### src/rtl/sdr_mon_pkg.sv
package sdr_mon_pkg;

  typedef enum logic [4:0] {
    C_NOP      = 5'd0,
    C_DESEL    = 5'd1,
    C_MRS      = 5'd2,
    C_AREF     = 5'd3,
    C_ACT      = 5'd4,
    C_RD       = 5'd5,
    C_WR       = 5'd6,
    C_BST      = 5'd7,
    C_PRE      = 5'd8,
    C_PREA     = 5'd9,
    C_SREF_IN  = 5'd10,
    C_SREF_OUT = 5'd11,
    C_PDN_IN   = 5'd12,
    C_PDN_OUT  = 5'd13,
    C_SUSP_IN  = 5'd14,
    C_SUSP_OUT = 5'd15,
    C_HOLD     = 5'd16
  } cmd_e;

  typedef enum logic [1:0] {
    P_RUN  = 2'd0,
    P_SREF = 2'd1,
    P_PDN  = 2'd2,
    P_SUSP = 2'd3
  } pwr_e;

  typedef enum logic [1:0] {
    B_IDLE  = 2'd0,
    B_OPEN  = 2'd1,
    B_PRECH = 2'd2
  } bank_e;

endpackage

### src/rtl/sdr_cmd_decode.sv
module sdr_cmd_decode
  import sdr_mon_pkg::*;
(
  input  logic cke_prev,
  input  logic cke,
  input  logic cs_n,
  input  logic ras_n,
  input  logic cas_n,
  input  logic we_n,
  input  logic a10,
  input  pwr_e pwr,
  input  logic any_open,
  output cmd_e cmd,
  output logic quiet
);

  cmd_e pin_cmd;

  // Pattern carried by the pins, ignoring clock enable
  always_comb begin
    if (cs_n) begin
      pin_cmd = C_DESEL;
    end else begin
      case ({ras_n, cas_n, we_n})
        3'b000:  pin_cmd = C_MRS;
        3'b001:  pin_cmd = C_AREF;
        3'b011:  pin_cmd = C_ACT;
        3'b101:  pin_cmd = C_RD;
        3'b100:  pin_cmd = C_WR;
        3'b110:  pin_cmd = C_BST;
        3'b010:  pin_cmd = a10 ? C_PREA : C_PRE;
        default: pin_cmd = C_NOP;
      endcase
    end
  end

  assign quiet = cs_n | (ras_n & cas_n & we_n);

  // Clock-enable history selects between command, entry, exit and hold
  always_comb begin
    case ({cke_prev, cke})
      2'b11: cmd = pin_cmd;
      2'b10: begin
        if (pin_cmd == C_AREF) cmd = C_SREF_IN;
        else if (any_open)     cmd = C_SUSP_IN;
        else                   cmd = C_PDN_IN;
      end
      2'b01: begin
        case (pwr)
          P_SREF:  cmd = C_SREF_OUT;
          P_PDN:   cmd = C_PDN_OUT;
          default: cmd = C_SUSP_OUT;
        endcase
      end
      default: cmd = C_HOLD;
    endcase
  end

endmodule

### src/rtl/sdr_power_track.sv
module sdr_power_track
  import sdr_mon_pkg::*;
#(
  parameter int MRS_GAP = 2
) (
  input  logic clk,
  input  logic rst_n,
  input  logic cke,
  input  cmd_e cmd,
  input  logic quiet,
  input  logic all_idle,
  output logic cke_prev_q,
  output pwr_e pwr_q,
  output logic err_mode_nx,
  output logic err_cke_nx
);

  localparam int GAP_W = $clog2(MRS_GAP + 1);
  localparam logic [GAP_W-1:0] GAP_LOAD = GAP_W'(MRS_GAP > 1 ? MRS_GAP - 1 : 0);

  pwr_e             pwr_nx;
  logic [GAP_W-1:0] wait_q, wait_nx;

  always_comb begin
    pwr_nx = pwr_q;
    case (cmd)
      C_SREF_IN:  pwr_nx = P_SREF;
      C_PDN_IN:   pwr_nx = P_PDN;
      C_SUSP_IN:  pwr_nx = P_SUSP;
      C_SREF_OUT,
      C_PDN_OUT,
      C_SUSP_OUT: pwr_nx = P_RUN;
      default:    pwr_nx = pwr_q;
    endcase
  end

  always_comb begin
    if (cmd == C_MRS)      wait_nx = GAP_LOAD;
    else if (wait_q != '0) wait_nx = wait_q - 1'b1;
    else                   wait_nx = wait_q;
  end

  always_comb begin
    err_mode_nx = ((cmd == C_MRS || cmd == C_AREF || cmd == C_SREF_IN) && !all_idle)
                || (wait_q != '0 && !quiet);
    err_cke_nx  = (!cke_prev_q && cke && !quiet)
                || (cke_prev_q && !cke && !quiet && cmd != C_SREF_IN);
  end

  always_ff @(posedge clk or negedge rst_n) begin
    if (!rst_n) begin
      cke_prev_q <= 1'b1;
      pwr_q      <= P_RUN;
      wait_q     <= '0;
    end else begin
      cke_prev_q <= cke;
      pwr_q      <= pwr_nx;
      wait_q     <= wait_nx;
    end
  end


  frozen_pwr_chk: assert property (@(posedge clk) disable iff (!rst_n)
    (!cke_prev_q && !cke) |=> $stable(pwr_q));


  run_keep_chk: assert property (@(posedge clk) disable iff (!rst_n)
    (pwr_q == P_RUN && cke_prev_q && cke) |=> (pwr_q == P_RUN));

endmodule

### src/rtl/sdr_bank_fsm.sv
module sdr_bank_fsm
  import sdr_mon_pkg::*;
#(
  parameter int T_RCD = 3,
  parameter int T_RAS = 7,
  parameter int T_RP  = 3
) (
  input  logic  clk,
  input  logic  rst_n,
  input  cmd_e  cmd,
  input  logic  hit,
  output bank_e st_q,
  output logic  err_order_nx,
  output logic  err_timing_nx
);

  localparam int MAX_T = (T_RAS > T_RCD) ? ((T_RAS > T_RP) ? T_RAS : T_RP)
                                         : ((T_RCD > T_RP) ? T_RCD : T_RP);
  localparam int AGE_W = $clog2(MAX_T + 1);
  localparam logic [AGE_W-1:0] AGE_MAX = AGE_W'(MAX_T);
  localparam logic [AGE_W-1:0] RCD_L   = AGE_W'(T_RCD);
  localparam logic [AGE_W-1:0] RAS_L   = AGE_W'(T_RAS);
  localparam logic [AGE_W-1:0] RP_L    = AGE_W'(T_RP);

  bank_e            st_nx;
  logic [AGE_W-1:0] age_q, age_nx, age_inc;
  logic             is_act, is_rw, is_pre;

  assign is_act  = (cmd == C_ACT) && hit;
  assign is_rw   = ((cmd == C_RD) || (cmd == C_WR)) && hit;
  assign is_pre  = ((cmd == C_PRE) && hit) || (cmd == C_PREA);
  assign age_inc = (age_q == AGE_MAX) ? age_q : age_q + 1'b1;

  always_comb begin
    err_order_nx  = (is_rw && st_q != B_OPEN) || (is_act && st_q == B_OPEN);
    err_timing_nx = (is_rw  && st_q == B_OPEN && age_q < RCD_L)
                 || (is_pre && st_q == B_OPEN && age_q < RAS_L)
                 || (is_act && st_q == B_PRECH);
  end

  always_comb begin
    st_nx  = st_q;
    age_nx = age_inc;
    case (st_q)
      B_IDLE: begin
        if (is_act) begin
          st_nx  = B_OPEN;
          age_nx = AGE_W'(1);
        end
      end
      B_OPEN: begin
        if (is_pre) begin
          st_nx  = (T_RP <= 1) ? B_IDLE : B_PRECH;
          age_nx = AGE_W'(1);
        end
      end
      B_PRECH: begin
        if (is_act) begin
          st_nx  = B_OPEN;
          age_nx = AGE_W'(1);
        end else if (age_inc >= RP_L) begin
          st_nx = B_IDLE;
        end
      end
      default: st_nx = B_IDLE;
    endcase
  end

  always_ff @(posedge clk or negedge rst_n) begin
    if (!rst_n) begin
      st_q  <= B_IDLE;
      age_q <= '0;
    end else begin
      st_q  <= st_nx;
      age_q <= age_nx;
    end
  end


  open_hold_chk: assert property (@(posedge clk) disable iff (!rst_n)
    (st_q == B_OPEN && !((cmd == C_PRE) && hit) && cmd != C_PREA) |=> (st_q == B_OPEN));


  open_by_act_chk: assert property (@(posedge clk) disable iff (!rst_n)
    (st_q != B_OPEN && !((cmd == C_ACT) && hit)) |=> (st_q != B_OPEN));

endmodule

### src/rtl/sdr_cmd_monitor.sv
module sdr_cmd_monitor
  import sdr_mon_pkg::*;
#(
  parameter int BA_W    = 2,
  parameter int T_RCD   = 3,
  parameter int T_RAS   = 7,
  parameter int T_RP    = 3,
  parameter int MRS_GAP = 2
) (
  input  logic                    clk,
  input  logic                    rst_n,
  input  logic                    cke,
  input  logic                    cs_n,
  input  logic                    ras_n,
  input  logic                    cas_n,
  input  logic                    we_n,
  input  logic                    a10,
  input  logic [BA_W-1:0]         ba,
  output logic [4:0]              cmd_code,
  output logic [1:0]              pwr_state,
  output logic [2*(1<<BA_W)-1:0]  bank_state,
  output logic                    err_order,
  output logic                    err_timing,
  output logic                    err_mode,
  output logic                    err_cke
);

  localparam int NB = 1 << BA_W;

  logic [1:0]      rst_sync_q;
  logic            rst_int_n;
  logic [BA_W-1:0] bank_idx;
  logic [NB-1:0]   open_v, idle_v, ord_v, tim_v;
  logic            any_open, all_idle;
  logic            cke_prev;
  logic            mode_nx, cke_err_nx;
  pwr_e            pwr;
  cmd_e            cmd, cmd_q;

  // Reset asserts at once and is released on the clock
  always_ff @(posedge clk or negedge rst_n) begin
    if (!rst_n) rst_sync_q <= 2'b00;
    else        rst_sync_q <= {rst_sync_q[0], 1'b1};
  end
  assign rst_int_n = rst_sync_q[1];

  // Bank bits are read in reverse order
  always_comb begin
    for (int i = 0; i < BA_W; i++) bank_idx[i] = ba[BA_W-1-i];
  end

  sdr_cmd_decode i_decode (
    .cke_prev (cke_prev),
    .cke      (cke),
    .cs_n     (cs_n),
    .ras_n    (ras_n),
    .cas_n    (cas_n),
    .we_n     (we_n),
    .a10      (a10),
    .pwr      (pwr),
    .any_open (any_open),
    .cmd      (cmd),
    .quiet    (quiet)
  );

  logic quiet;

  sdr_power_track #(.MRS_GAP(MRS_GAP)) i_power (
    .clk         (clk),
    .rst_n       (rst_int_n),
    .cke         (cke),
    .cmd         (cmd),
    .quiet       (quiet),
    .all_idle    (all_idle),
    .cke_prev_q  (cke_prev),
    .pwr_q       (pwr),
    .err_mode_nx (mode_nx),
    .err_cke_nx  (cke_err_nx)
  );

  for (genvar g = 0; g < NB; g++) begin : g_bank
    bank_e st;
    sdr_bank_fsm #(.T_RCD(T_RCD), .T_RAS(T_RAS), .T_RP(T_RP)) i_bank (
      .clk           (clk),
      .rst_n         (rst_int_n),
      .cmd           (cmd),
      .hit           (bank_idx == BA_W'(g)),
      .st_q          (st),
      .err_order_nx  (ord_v[g]),
      .err_timing_nx (tim_v[g])
    );
    assign open_v[g]           = (st == B_OPEN);
    assign idle_v[g]           = (st == B_IDLE);
    assign bank_state[2*g +: 2] = st;
  end

  assign any_open = |open_v;
  assign all_idle = &idle_v;

  always_ff @(posedge clk or negedge rst_int_n) begin
    if (!rst_int_n) begin
      cmd_q      <= C_NOP;
      err_order  <= 1'b0;
      err_timing <= 1'b0;
      err_mode   <= 1'b0;
      err_cke    <= 1'b0;
    end else begin
      cmd_q      <= cmd;
      err_order  <= |ord_v;
      err_timing <= |tim_v;
      err_mode   <= mode_nx;
      err_cke    <= cke_err_nx;
    end
  end

  assign cmd_code  = cmd_q;
  assign pwr_state = pwr;


  hold_not_run_chk: assert property (@(posedge clk) disable iff (!rst_int_n)
    (cmd_q == C_HOLD) |-> (pwr != P_RUN));

endmodule

### config.mk
export PLATFORM = sky130hd
export DESIGN_NAME = sdr_cmd_monitor
export DESIGN_NICKNAME = d
export VERILOG_FILES = /design/src/rtl/sdr_mon_pkg.sv /design/src/rtl/sdr_cmd_decode.sv /design/src/rtl/sdr_power_track.sv /design/src/rtl/sdr_bank_fsm.sv /design/src/rtl/sdr_cmd_monitor.sv
export SDC_FILE = /design/constraint.sdc
export NUM_CORES = 1
export LEC_CHECK = 0
export ABC_CLOCK_PERIOD_IN_PS = 1700
export BUFFER_PORTS_ARGS = -buffer_cell sky130_fd_sc_hd__buf_2
export CAP_MARGIN = 10
export CORE_ASPECT_RATIO = 1.25
export CORE_MARGIN = 5
export CORE_UTILIZATION = 50
export DETAILED_ROUTE_END_ITERATION = 10
export GPL_TIMING_DRIVEN = 1
export HOLD_SLACK_MARGIN = 0.06
export PLACE_DENSITY = 0.71
export SLEW_MARGIN = 20
export SYNTH_ARGS = -nofsm -noshare
export SYNTH_HDL_FRONTEND = slang
export SYNTH_SLANG_ARGS = --single-unit
### constraint.sdc
create_clock -name clk -period 1.7 [get_ports clk]
set_clock_uncertainty 0.1 [all_clocks]
set_input_delay 0.255 -clock clk [delete_from_list [all_inputs] [get_ports clk]]
set_output_delay 0.255 -clock clk [all_outputs]
set_load 0.02 [all_outputs]
### Word level (Yosys, flattened, before mapping)

Index checks and enable logic that the tools add are counted.
Widths: inputs -> output; s select.

| storage, ports and cells | value |
|---|---|
| register bits | 36 |
| word-level logic and storage cells | 234 |
| bits of input ports | 10 |

| operators by class | value |
|---|---|
| multiplexer cells | 46 |
| add/sub/neg operators | 5 |
| bitwise gates (word level) | 3 |
| reduce and logical (&&, ||, !) cells | 94 |
| equality and inequality tests | 57 |
| magnitude comparators | 12 |

Operators by type and width:

| kind | number |
|---|---|
| $logic_and 1x1->1 | 47 |
| $eq 5x4->1 const B | 8 |
| $mux 2 | 19 |
| $mux 3 | 12 |
| $pmux 5 s7 | 1 |
| $pmux 3 s2 | 5 |
| $ne 2x1->1 const B | 12 |
| $pmux 2 s3 | 4 |
| $eq 3x3->1 const B | 7 |
| $logic_or 1x1->1 | 21 |
| $eq 2x2->1 const B | 9 |
| $eq 5x2->1 const B | 3 |
| $eq 5x3->1 const B | 3 |
| $pmux 5 s3 | 1 |
| $eq 2x1->1 const B | 7 |
| $add 3x1->3 const B | 4 |
| $ge 3x2->1 const B | 4 |
| $lt 3x2->1 const B | 4 |
| $lt 3x3->1 const B | 4 |
| $ne 3x2->1 const B | 4 |
| $reduce_and 3->1 | 4 |
| $reduce_or 4->1 | 3 |
| $logic_not 2->1 | 5 |
| $mux 5 | 2 |
| 15 further kinds | 24 |

### Depth between registers and ports, before layout

| depth | value |
|---|---|
| word-level depth | 14 |
| depth in mapped cells | 9 |

### By module

Synthesis repeated with hierarchy kept, for this count alone.

| second synthesis, totals | value |
|---|---|
| cell total of the unflattened synthesis | 232 |
| area, all modules | 2,278.4 sq um |

Modules (own cells, without submodules):

| module | cells each | times used | seq. area each (sq um) | area each (sq um) |
|---|---|---|---|---|
| sdr_bank_fsm | 37 | 4 | 125.1 | 351.6 |
| sdr_cmd_monitor | 26 | 1 | 275.3 | 367.9 |
| sdr_power_track | 26 | 1 | 126.4 | 277.8 |
| sdr_cmd_decode | 32 | 1 | 0.0 | 226.5 |

### Worst setup path after synthesis

No wires, ideal clock.

| path | value |
|---|---|
| kind | register -> register |
| start point | register i_power.cke_prev_q |
| end point | register g_bank[3].i_bank.age_q[0] |
| setup time | 131 ps |
| clock period less this slack | 2,456 ps |
| arrival | 2,225 ps |
| slack | -756 ps |
| cell stages (with the launch flop) | 9 |
| cells stage by stage | dfstp_2 -> ha_1 -> nor2b_1 -> a21oi_1 -> o31a_1 -> and4_4 -> buf_6 -> and3_4 -> or3_1 |

| on the way | value |
|---|---|
| cells in the longest elaborated chain, start to end | 7 |

Ends and longest elaborated chain:

| item | line | source |
|---|---|---|
| from (decl) | sdr_power_track.sv:12 | `output logic cke_prev_q,` |
| from (signal assigned) | sdr_power_track.sv:56 | `cke_prev_q <= cke;` |
| $eq 2x1->1 / $eq 2x2->1 (equally long branches) | sdr_cmd_decode.sv:41 | `case ({cke_prev, cke})` |
| $pmux 5 s3 * | sdr_cmd_decode.sv:41 |  |
| $eq 5x4->1 | sdr_bank_fsm.sv:31 | `assign is_pre = ((cmd == C_PRE) && hit) \|\| (cmd == C_PREA);` |
| $logic_and 1x1->1 | sdr_bank_fsm.sv:31 |  |
| $logic_or 1x1->1 | sdr_bank_fsm.sv:31 |  |
| $mux 3 | sdr_bank_fsm.sv:52 | `if (is_pre) begin` |
| $pmux 3 s2 * | sdr_bank_fsm.sv:44 | `case (st_q)` |
| net g_bank[3].i_bank.age_nx[0] | sdr_bank_fsm.sv:26 | `logic [AGE_W-1:0] age_q, age_nx, age_inc;` |
| to (signal assigned) | sdr_bank_fsm.sv:75 | `age_q <= age_nx;` |
| to (decl) | sdr_bank_fsm.sv:26 |  |

The timed path passes the listed nets; every way through them passes the cells marked *.
A chain may end at the register's enable or synchronous reset.

### Worst setup path after layout

| path | value |
|---|---|
| start point | register i_power.cke_prev_q |
| end point | register err_timing |

| on the way | value |
|---|---|
| cells in the longest elaborated chain, start to end | 10 |

Ends and longest elaborated chain:

| item | line | source |
|---|---|---|
| $eq 2x1->1 / $eq 2x2->1 (equally long branches) | sdr_cmd_decode.sv:41 |  |
| $pmux 5 s3 * | sdr_cmd_decode.sv:41 |  |
| $eq 5x3->1 / $eq 5x4->1 (equally long branches) | sdr_bank_fsm.sv:30, sdr_bank_fsm.sv:31 |  |
| $logic_or 1x1->1 / $logic_and 1x1->1 (equally long branches) | sdr_bank_fsm.sv:30, sdr_bank_fsm.sv:31 |  |
| $logic_and 1x1->1 / $logic_or 1x1->1 (equally long branches) | sdr_bank_fsm.sv:30, sdr_bank_fsm.sv:31 |  |
| $logic_and 1x1->1 (on tied branches) (2 in a row) | sdr_bank_fsm.sv:36, sdr_bank_fsm.sv:37 |  |
| $logic_or 1x1->1 | sdr_bank_fsm.sv:37 | `\|\| (is_pre && st_q == B_OPEN && age_q < RAS_L)` |
| $logic_or 1x1->1 | sdr_bank_fsm.sv:38 | `\|\| (is_act && st_q == B_PRECH);` |
| $reduce_or 4->1 * | sdr_cmd_monitor.sv:110 | `err_timing <= \|tim_v;` |
| to (signal assigned) | sdr_cmd_monitor.sv:110 |  |
| to (decl) | sdr_cmd_monitor.sv:23 | `output logic err_timing,` |

Mark *: on every way between the ends. The rest lies on a longest branch, timed or not.

==> results.md <==
- Status: finished, violations left
- Failing checks: setup timing
- R2R setup slack: -570 ps
- Synth top area cells: dfrtp_1 (39%), ha_1 (5.0%), nand2_1 (4.0%)
- Clock transition at the registers of the reported paths: 90 ps
- Crit path max-delay cell type: dfstp_2
- Max Slew Vio Count: 0
- Routability cong.: 0.896
- Post-Synthesis Cells: 242
- DR pass1 iterations: 4
- Crit. End Element: flop
- CTS buffer count: 5
- Clock Latency Late Sink: 310 ps
- Antenna viol nets, final: 0
- Post-synth EDFFs: 0
- Worst path depth: 8
- Post-synthesis cell area: 2240 um^2
- Complex-gate fraction of the synthesized area: 0.191
- Count of different cell masters after synthesis: 56
- Largest net degree at the start of global routing: 35
- Vias in the first global route: 2531
- Area delta synth->final: 58.9%
- RSZ-0062 raised after global routing: true
- CTS root buf: clkbuf_8
- Syn_area_per_cell: 9.25 um^2
- CP max stage delay: 590 ps
- Sequential area share after synthesis: 0.403
- Die Wd: about 70 um
- Adder-Cell Fraction of Synth Area: 0.0503
- Clock sinks: 36
- FMAX: 0.440 GHz
- FF+latch count, synth: 36
- Post-Route WL: 7460 um
- Top-area cell type share of the netlist area: 0.391
- Min Hold Slack: 133 ps
- Final worst slack: -572 ps
- CP Class: flop to flop
- Delay-heaviest family, CP: compound AO/OA/AOI/OAI gates
- Port Buffers: 28
- Critical path fanouts, max: 6
- Final Hold Fails: 0
- Syn nets: between 200 and 300
- Layout cells sized above 1: 0.525
- Largest family of logic cells by synthesized area: simple AND/OR/NAND/NOR gates
- Prevailing post-synth register cell: dfrtp_1
- Final core utilization: 0.810
- VDD IR max: 0.000881 V
- RR Startpoint: i_power.cke_prev_q$_DFF_PN1_
- Crit path capture: err_timing$_DFF_PN0_
- Period minus WS final: 2270 ps
- CP Cell Sequence: ha_4 > nor2b_4 > a21oi_2 > o31a_1 > buf_4 > nor4_1 > a22oi_1 > o211ai_1
- Max-cap viol count: 0
- DP HPWL: 5010 um
- WP data arrival: between 2000 and 2500 ps
- Power, Total: 4.84 mW
- Initial Util: 0.510
- Post-synthesis mux area share: 0.0374
- GR Util All Layers: 0.243
- Max transition margin: 0.633
- Clk buf depth: 2
- Reg2reg end: err_timing$_DFF_PN0_
- H-tree depth: 2
- HP Class: input port to flop
- CP startpoint kind: flop
- Die Area: 5930 um^2
- Worst-case reg-to-reg path depth: 8
- Synth warn: 0
- Worst-Margin Slew: ~550 ps
- Leakage: around 1.7 nW
- PD cells: 1360 nW/um^2
- Synth async-reset ratio: 1.00
- WP buf/inv: 1
- XOR/XNOR Fraction of Synth Area: 0.0196
- WL per Instance: ~18 um
- TritonCTS clock tree: done
- First-pass GRT wire length: 11500 um
- Fin crit share: 1.34
- Num rows: 27
- Ant diodes: 0
- Post-synth top area cell: dfrtp_1
- Die height: between 80 and 90 um
- Final setup fails: 32
- DRT iter0 DRCs: approximately 150
- Routed vias/inst: 5.79
- WP data required: between 1500 and 2000 ps
- Core Area: about 4400 um^2
- Simple-Gate Fraction of Synth Area: 0.264
- DR vias: 2431
- CP startpoint: i_power.cke_prev_q$_DFF_PN1_
- # IOs: 29
- Overflow after GRT: 0
- Nets: 380
- DRC errors left: 0
- Antenna violations before repair: 0
kinds of logic after synthesis:
group | after synthesis
buf+inv | 18
other cells | 1
xor+xnor | 5
mux | 7
simple gates | 106
compound gates | 60
fa+ha+maj | 9
flops | 36
report_power, final:
part | internal (mW) | switching (mW) | leakage (nW)
combinational | 1.39 | 1.45 | 1.17
clock | 0.324 | 0.334 | 0.0510
sequential | 1.14 | 0.192 | 0.434
through the flow:
| stage | setup slack (ps) | setup TNS (ps) | std cells | instance area, um^2 |
|---|---|---|---|---|
| after floorplan | -608 | -9130 | 242 | 2360 |
| after global placement | -549 | -12350 | 402 | 3130 |
| after detailed placement | -558 | -13220 | 402 | 3130 |
| after CTS | -505 | -11410 | 417 | 3390 |
| after global routing | -677 | -14710 | 420 | 3560 |
| final | -572 | -12460 | 420 | 3560 |
sequential cells by signal, summed over array words and instances (netlist names):
signal	flops
g_bank.i_bank.age_q	12
rst_sync_q	2
err_timing	1
err_order	1
err_mode	1
err_cke	1
i_power.pwr_q	2
g_bank.i_bank.st_q	8
i_power.cke_prev_q	1
i_power.wait_q	2
cmd_code	5
layout make-up:
class                           count  area, um^2
Inverter                           12        45.0
Clock inverter                      2        10.0
Clock buffer                        6        82.6
Multi-Input combinational cell    188        1590
Fill cell                         269         833
Timing Repair Buffer              118         852
Sequential cell                    36         906
Tap cell                           58        72.6
routing by layer:
layer  part of all wire  wire [um]  GRT usage  up-vias
met2               0.51       3820      0.421      104
met3              0.048        361     0.0545       32
met4              0.050        376      0.138        0
met1               0.39       2900      0.272     1165
li1                   -          -          -     1130
met5                  0          0          0        -
cell usage in the layout (no fill, tap or decap), types with 3 or more instances in the layout:
cell / instances
nand2_2: 3
a21oi_2: 6
nand2_1: 21
nor2_1: 12
a2111oi_0: 4
mux2i_1: 5
and3_4: 3
nor4_4: 4
nor4_1: 3
dfrtp_2: 3
nor2b_4: 3
o21ai_0: 3
nand2b_1: 11
xnor2_1: 3
nor3_2: 3
nand3_1: 4
buf_6: 9
dfrtp_1: 32
clkbuf_8: 6
ha_1: 6
buf_4: 80
inv_1: 12
nor3_1: 10
buf_2: 28
a21oi_1: 10
or3_1: 4
o31ai_2: 4
cell usage after synthesis (2+ instances only):
master     instances
xor2_1             2
o22ai_1            2
or3_1              5
a211oi_1           3
dfrtp_1           35
o31ai_1            7
a32oi_1            2
mux2i_1            5
nor4_1             6
nor4_2             2
o31a_1             2
inv_1             12
nand2b_1          12
a21oi_1           16
nor3_1            13
nand3b_1           2
and3_1             4
nor2_1            13
ha_1               9
o21ai_0            6
nand2_1           24
a2111oi_0          5
nor2b_1            6
clkbuf_1           5
nand3_1            5
o2111ai_1          2
o211ai_1           2
or2_2              3
a32o_1             2
a22oi_1            2
xnor2_1            3
repair_timing:
item	in CTS	in global routing
pin swaps	8	20
hold buffers	1	0
setup endpoints to repair	31	32
resized for setup	28	28
endpoints found under the hold margin	2	0
setup buffers	8	6
gates cloned	0	0
worst min path at each step:
| stage | start | depth (start not counted) | to |
|---|---|---|---|
| 6_report | cke | 2 | i_power.cke_prev_q$_DFF_PN1_ |
| 3_3_place_gp | rst_n | 1 | rst_sync_q[1]$_DFF_PN0_ |
| 2_1_floorplan | rst_n | 0 | rst_sync_q[0]$_DFF_PN0_ |
| 3_5_place_dp | rst_n | 1 | rst_sync_q[0]$_DFF_PN0_ |
| 4_1_cts | cke | 2 | i_power.cke_prev_q$_DFF_PN1_ |
| 5_1_grt | cke | 2 | i_power.cke_prev_q$_DFF_PN1_ |
No activity file was read; power rests on OpenSTA's default activity.
